### src/rtl/lcd_win_streamer.sv
module lcd_win_streamer #(
  parameter int LOW_CYC  = 200,
  parameter int HIGH_CYC = 2
) (
  input  logic        clk,
  input  logic        rst_n,
  input  logic        mode18,
  input  logic        win_req,
  input  logic [15:0] col_first,
  input  logic [15:0] col_last,
  input  logic [15:0] row_first,
  input  logic [15:0] row_last,
  input  logic        stream_on,
  input  logic        pix_valid,
  input  logic [1:0]  pix_fmt,
  input  logic [23:0] pix_data,
  output logic        pix_ready,
  output logic        lcd_rs,
  output logic        lcd_wr_n,
  output logic [15:0] lcd_d
);
  localparam int TW = $clog2(LOW_CYC + HIGH_CYC + 1);
  localparam logic [3:0] LAST_IDX = 4'd10;

  typedef enum logic [1:0] {S_IDLE, S_CMD, S_STRM} st_t;

  st_t          st;
  logic [3:0]   idx;
  logic [63:0]  cur, pend;
  logic         pend_v, m18;
  logic         wr_act, wr_lo, need2;
  logic [TW-1:0] tcnt;
  logic [15:0]  w2;
  logic         free;
  logic [16:0]  seq;
  logic [5:0]   r6, g6, b6;
  logic [15:0]  w16, w1_18, w2_18;

  assign free      = !wr_act || (!wr_lo && tcnt == '0);
  assign pix_ready = (st == S_STRM) && stream_on && !wr_act && !need2;

  always_comb begin
    case (idx)
      4'd0:    seq = {1'b0, 16'h002A};
      4'd1:    seq = {1'b1, 8'h00, cur[63:56]};
      4'd2:    seq = {1'b1, 8'h00, cur[55:48]};
      4'd3:    seq = {1'b1, 8'h00, cur[47:40]};
      4'd4:    seq = {1'b1, 8'h00, cur[39:32]};
      4'd5:    seq = {1'b0, 16'h002B};
      4'd6:    seq = {1'b1, 8'h00, cur[31:24]};
      4'd7:    seq = {1'b1, 8'h00, cur[23:16]};
      4'd8:    seq = {1'b1, 8'h00, cur[15:8]};
      4'd9:    seq = {1'b1, 8'h00, cur[7:0]};
      default: seq = {1'b0, 16'h002C};
    endcase
  end

  always_comb begin
    case (pix_fmt)
      2'd0: begin
        r6 = {pix_data[15:11], pix_data[15]};
        g6 = pix_data[10:5];
        b6 = {pix_data[4:0], pix_data[4]};
      end
      2'd1: begin
        r6 = pix_data[17:12];
        g6 = pix_data[11:6];
        b6 = pix_data[5:0];
      end
      default: begin
        r6 = pix_data[23:18];
        g6 = pix_data[15:10];
        b6 = pix_data[7:2];
      end
    endcase
  end

  assign w16   = {r6[5:1], g6, b6[5:1]};
  assign w1_18 = {r6, 2'b00, g6, 2'b00};
  assign w2_18 = {8'h00, b6, 2'b00};

  always_ff @(posedge clk or negedge rst_n) begin
    if (!rst_n) begin
      st       <= S_IDLE;
      idx      <= '0;
      cur      <= '0;
      pend     <= '0;
      pend_v   <= 1'b0;
      m18      <= 1'b0;
      wr_act   <= 1'b0;
      wr_lo    <= 1'b0;
      need2    <= 1'b0;
      tcnt     <= '0;
      w2       <= '0;
      lcd_rs   <= 1'b1;
      lcd_wr_n <= 1'b1;
      lcd_d    <= '0;
    end else begin
      if (wr_act) begin
        if (wr_lo) begin
          if (tcnt == '0) begin
            wr_lo    <= 1'b0;
            lcd_wr_n <= 1'b1;
            tcnt     <= TW'(HIGH_CYC - 1);
          end else begin
            tcnt <= tcnt - 1'b1;
          end
        end else if (tcnt == '0) begin
          wr_act <= 1'b0;
        end else begin
          tcnt <= tcnt - 1'b1;
        end
      end

      case (st)
        S_IDLE: begin
          if (win_req) begin
            cur <= {col_first, col_last, row_first, row_last};
            m18 <= mode18;
            idx <= '0;
            st  <= S_CMD;
          end
        end
        S_CMD: begin
          if (free) begin
            wr_act   <= 1'b1;
            wr_lo    <= 1'b1;
            lcd_wr_n <= 1'b0;
            tcnt     <= TW'(LOW_CYC - 1);
            {lcd_rs, lcd_d} <= seq;
            idx <= idx + 1'b1;
            if (idx == LAST_IDX) st <= S_STRM;
          end
        end
        default: begin
          if (need2) begin
            if (free) begin
              wr_act   <= 1'b1;
              wr_lo    <= 1'b1;
              lcd_wr_n <= 1'b0;
              tcnt     <= TW'(LOW_CYC - 1);
              lcd_rs   <= 1'b1;
              lcd_d    <= w2;
              need2    <= 1'b0;
            end
          end else if (pix_valid && pix_ready) begin
            wr_act   <= 1'b1;
            wr_lo    <= 1'b1;
            lcd_wr_n <= 1'b0;
            tcnt     <= TW'(LOW_CYC - 1);
            lcd_rs   <= 1'b1;
            lcd_d    <= m18 ? w1_18 : w16;
            w2       <= w2_18;
            need2    <= m18;
          end else if (!stream_on && !wr_act) begin
            if (pend_v) begin
              cur    <= pend;
              m18    <= mode18;
              pend_v <= 1'b0;
              idx    <= '0;
              st     <= S_CMD;
            end else begin
              st <= S_IDLE;
            end
          end
        end
      endcase

      if (win_req && st != S_IDLE) begin
        pend   <= {col_first, col_last, row_first, row_last};
        pend_v <= 1'b1;
      end
    end
  end
endmodule

### config.mk
export PLATFORM = sky130hd
export DESIGN_NAME = lcd_win_streamer
export DESIGN_NICKNAME = d
export VERILOG_FILES = /design/src/rtl/lcd_win_streamer.sv
export SDC_FILE = /design/constraint.sdc
export NUM_CORES = 1
export LEC_CHECK = 0
export BUFFER_PORTS_ARGS = -buffer_cell sky130_fd_sc_hd__buf_2
export CORE_UTILIZATION = 42
export DETAILED_ROUTE_END_ITERATION = 16
export PLACE_DENSITY_LB_ADDON = 0.12
export REMOVE_ABC_BUFFERS = 1
export SYNTH_ARGS = -nofsm -noshare
export SYNTH_HDL_FRONTEND = slang
export SYNTH_SLANG_ARGS = --single-unit
### constraint.sdc
create_clock -name clk -period 4.3 [get_ports clk]
set_clock_uncertainty 0.2 [all_clocks]
set_input_delay 0.645 -clock clk [delete_from_list [all_inputs] [get_ports clk]]
set_output_delay 0.645 -clock clk [all_outputs]
set_load 0.02 [all_outputs]
-- Yosys cells after proc, flatten, opt, wreduce, memory -nomap -nowiden
Index checks and enable logic that the tools add are counted.
- flip-flop bits (word level): 171
- output and inout bits: 19
- bitwise logic cells: 4
- equality and inequality tests: 24
- reduce and logical (&&, ||, !) cells: 30
- mux-type cells: 78
- add/subtract/negate cells: 2
- operator list (cell ; count):
    $mux 64 ; 5
    $pmux 17 s10 ; 1
    $pmux 64 s2 ; 1
    $mux 16 ; 4
    $mux 8 ; 7
    $pmux 6 s2 ; 3
    $mux 1 ; 35
    $pmux 16 s2 ; 1
    $mux 4 ; 6
    $reduce_and 6->1 ; 3
    $eq 4x3->1 const B ; 4
    $pmux 8 s2 ; 1
    $eq 4x4->1 const B ; 3
    $mux 2 ; 6
    $ne 2x1->1 const B ; 6
    $mux 11 ; 1
    $pmux 1 s2 ; 5
    $reduce_bool 3->1 ; 3
    $eq 4x2->1 const B ; 2
    $logic_not 8->1 ; 1
    $pmux 4 s2 ; 1
    $reduce_and 4->1 ; 2
    $reduce_bool 2->1 ; 4
    $sub 8x1->8 const B ; 1
    15 further kinds ; 32

-- Longest topological paths before layout
- depth in word-level cells: 9
- mapped depth: 9

-- Least setup slack after synthesis
OpenSTA, ideal clock, no wires.
- path kind: register to register
- from: reg tcnt[0] (netlist name)
- to: reg w2[2]
- path buffers: 0
- data arrival time: 2134 ps
- stages on the path, launching flop included: 8
- path slack: 1842 ps
- period minus slack after synthesis: 2458 ps
- cell sequence: dfrtp_1 -> inv_1 -> ha_1 -> or4b_4 -> o31a_1 -> or2_4 -> nor2_4 -> mux2_2
- RTL lines (what ; RTL line ; source):
    to (signal assigned) ; 153 ; w2 <= w2_18;
    to (decl) ; 33 ; logic [15:0] w2;

==> summary.md <==
| Metric | Value |
|---|---|
| Status | `completed` |
| Core Rows | `51` |
| Worst-path clk slew | `around 0.07 ns` |
| Setup violations, final | `0` |
| Core Footprint | `just under 20000 sq um` |
| Maximum vdd drop | `~0.27 mV` |
| Post-route ant nets | `0` |
| WP data arrival | `2.92 ns` |
| Fraction of layout cells with a size suffix above 1 | `27.6%` |
| CP bufs+invs | `1` |
| FMAX | `approximately 350 MHz` |
| Fin crit share | `65.5%` |
| DR WL/cell | `17.1 um` |
| Nets | `962` |
| Final min period | `2.82 ns` |
| Post-DP HPWL | `13200 um` |
| EDFF count, synth | `0` |
| CTS tree | `built` |
| MaxCap Viol Count | `0` |
| Die width | `143 um` |
| PostCTS Resize Cnt | `0` |
| CP Launch Type | `flip-flop` |
| Slew Limit Fails | `0` |
| DRC | `0` |
| RSZ-0062 raised after global routing | `false` |
| Crit-path slowest cell | `or4b_4` |
| Final hold violation count | `0` |
| Fin util | `49.7%` |
| Gate Count Post-Synth | `780` |
| Initial DRT Pass Iterations | `5` |
| Fillers | `1848` |
| Setup TNS | `0 ns` |
| Slew HR | `21.7%` |
| GR met2 Demand/Resource | `33.1%` |
| GRT overflow | `0` |
| Static Leak | `approximately 4.2 nW` |
| Met1 Use GR | `~28%` |
| Number of global-route vias before repair | `6187` |
| First-pass GRT wire length | `32000 um` |
| Starting density of the core | `43.0%` |
| IO Count | `115` |
| FFs w/ async S/R, synth | `100%` |
| Synthesis-to-layout area growth | `15.5%` |
| Critical path cell sequence | `inv_1 > ha_1 > or4b_4 > o31a_1 > or2_4 > nor2_4 > mux2_2` |
| Initial antenna violation count | `0` |
| FF/Latch Area | `4280 sq um` |
| Number of vias per cell | `between 5 and 6` |
| Total area of multi-input combinational cells | `3860 sq um` |
| Most area-hungry cell type in the Yosys netlist | `dfrtp_1` |
| Later-pin clock latency in the skew report | `0.43 ns` |
| Largest net degree at the start of global routing | `115` |
| Share of the synthesized area in the top cell type | `50.3%` |
| Met3 Usage GRT | `3.03%` |
| PortBufs | `114` |
| Worst endpoint required time | `4.40 ns` |
| Power per standard cell area | `349 nW/um^2` |
| Syn avg cell area | `10.8 sq um` |
| Ant. Diodes | `0` |
| Clk sink count | `171` |
| Gr busiest metal | `met2` |
| Worst path max stage delay | `0.49 ns` |
| Worst path top cell family by delay | `simple AND/OR/NAND/NOR gates` |
| CP Capture Type | `flip-flop` |
| Worst-path maximum fanout | `38` |
| Register area share after synthesis | `between 50% and 60%` |
| Synth cell types | `58` |
| Die area | `20600 sq um` |
| Main synth FF type | `dfrtp_1` |
| Crit path kind | `reg2reg` |
| Die height | `143 um` |
| CTS Buffer Depth | `2` |
| GP Congestion | `0.819` |
| Number of setup buffers added after CTS | `0` |
| Global Route Usage Sum | `20.3%` |
| Root buf cell | `clkbuf_16` |
| Post-CTS Hold Buffers | `0` |
| Vias | `slightly above 6000` |
| HP Class | `in2async` |
| Slew @ Worst Pin | `1.18 ns` |
| CTS buffer count | `17` |
| Synth warn | `0` |
| Yosys reg bits | `171` |
| CTS H-tree lvls | `4` |
| Routed wire length | `19500 um` |
| Largest cells by area after synthesis | `dfrtp_1 50%, mux2_2 10%, mux2i_1 9.3%` |
| Mapped cell area | `8400 sq um` |
| 1st-iter DRT viols | `about 380` |
==> cells in the final DEF, fill, tap and decap left out, types with 11 or more instances in the layout <==
| cell type | n |
|---|---|
| o21ai_0 | 85 |
| inv_1 | 11 |
| nor3_1 | 12 |
| dfrtp_1 | 169 |
| clkbuf_16 | 17 |
| mux2i_1 | 78 |
| nand2_1 | 102 |
| a21oi_1 | 21 |
| mux2_2 | 75 |
| buf_2 | 113 |
| nor2_1 | 26 |
==> stage by stage <==
step	setup slack (ns)	power (mW)	hold slack, ns	instances	area [sq um]
final	1.48	3.39	0.0903	1137	9700
after global routing	1.29	3.53	0.257	1137	9700
after CTS	1.49	3.44	0.227	1137	9700
after detailed placement	1.46	1.99	0.266	1105	9150
after global placement	1.49	1.98	0.259	1105	9150
after floorplan	-3.01	1.86	0.149	720	8160
==> path summary, 6_finish.rpt <==
check | from | end | slack, ns | depth (start not counted)
setup / recovery | tcnt[0]$_DFF_PN0_ | w2[3]$_DFFE_PN0P_ | 1.48 | 7
max in group asynchronous | rst_n | pend[5]$_DFFE_PN0P_ | 2.93 | 1
min in group clk | row_last[0] | pend[0]$_DFFE_PN0P_ | 0.26 | 2
hold / removal | rst_n | st[0]$_DFFE_PN0P_ | 0.09 | 1
hold reg to reg | cur[12]$_DFFE_PN0P_ | cur[12]$_DFFE_PN0P_ | 0.27 | 2
setup reg to reg | tcnt[0]$_DFF_PN0_ | w2[3]$_DFFE_PN0P_ | 1.48 | 7
==> layer usage <==
metal | routed length, um | part of all wire (%)
met3 | 666 | 3.4
met4 | 282 | 1.4
met5 | 0 | 0
met1 | 9120 | 47
met2 | 9380 | 48
==> cell usage after synthesis (2+ instances only) <==
| library cell | count |
|---|---|
| dfrtp_1 | 169 |
| nand2_1 | 103 |
| o21ai_0 | 86 |
| mux2i_1 | 78 |
| mux2_2 | 75 |
| clkbuf_1 | 46 |
| nor2_1 | 27 |
| a21oi_1 | 21 |
| nor3_1 | 12 |
| inv_1 | 11 |
| a221oi_1 | 9 |
| a22o_1 | 9 |
| a22oi_1 | 9 |
| nor2b_1 | 9 |
| o211ai_1 | 9 |
| buf_1 | 8 |
| ha_1 | 7 |
| o31ai_1 | 7 |
| a211oi_1 | 6 |
| nand2b_1 | 6 |
| nand3_1 | 6 |
| o22ai_1 | 5 |
| a211o_1 | 4 |
| buf_2 | 4 |
| a2bb2oi_1 | 3 |
| o21bai_1 | 3 |
| o221ai_1 | 3 |
| o41ai_1 | 3 |
| xnor2_1 | 3 |
| a32o_1 | 2 |
| a32oi_1 | 2 |
| buf_6 | 2 |
| dfstp_2 | 2 |
| mux4_2 | 2 |
| o2111ai_1 | 2 |
| o21a_1 | 2 |
| o311a_1 | 2 |
| or2_2 | 2 |
| or3_1 | 2 |
==> flip-flops by register name (all words and copies together), names as in the netlist <==
signal / count
cur: 64
idx: 4
lcd_d: 16
lcd_rs: 1
lcd_wr_n: 1
m18: 1
need2: 1
pend: 64
pend_v: 1
st: 2
tcnt: 8
w2: 6
wr_act: 1
wr_lo: 1
==> report_power, final <==
part	internal [mW]	switching (mW)	leakage [nW]
clock	0.790	0.645	0.277
combinational	0.127	0.128	1.69
sequential	1.67	0.0283	2.19
==> logic make-up (layout without fill, tap and decap cells) <==
family / Yosys count / after routing / synth area share, %
flip-flops: 171 / 171 / 51.0
buffers and inverters: 72 / 164 / 3.45
adder cells (fa/ha/maj): 7 / 7 / 1.04
multiplexers: 155 / 155 / 19.9
AO/OA/AOI/OAI: 194 / 194 / 14.9
XOR/XNOR: 4 / 4 / 0.417
AND/OR/NAND/NOR: 177 / 177 / 9.37
==> final cells by class <==
| class | instances | share of cell area [%] |
|---|---|---|
| repair buffers | 120 | 6.54 |
| clock buffers | 20 | 4.81 |
| clock inverters | 12 | 0.915 |
| multi-input cells | 537 | 39.7 |
| flip-flops and latches | 171 | 44.1 |
| well taps | 265 | 3.42 |
| inverters | 12 | 0.464 |
(Power assumes the default switching activity.)
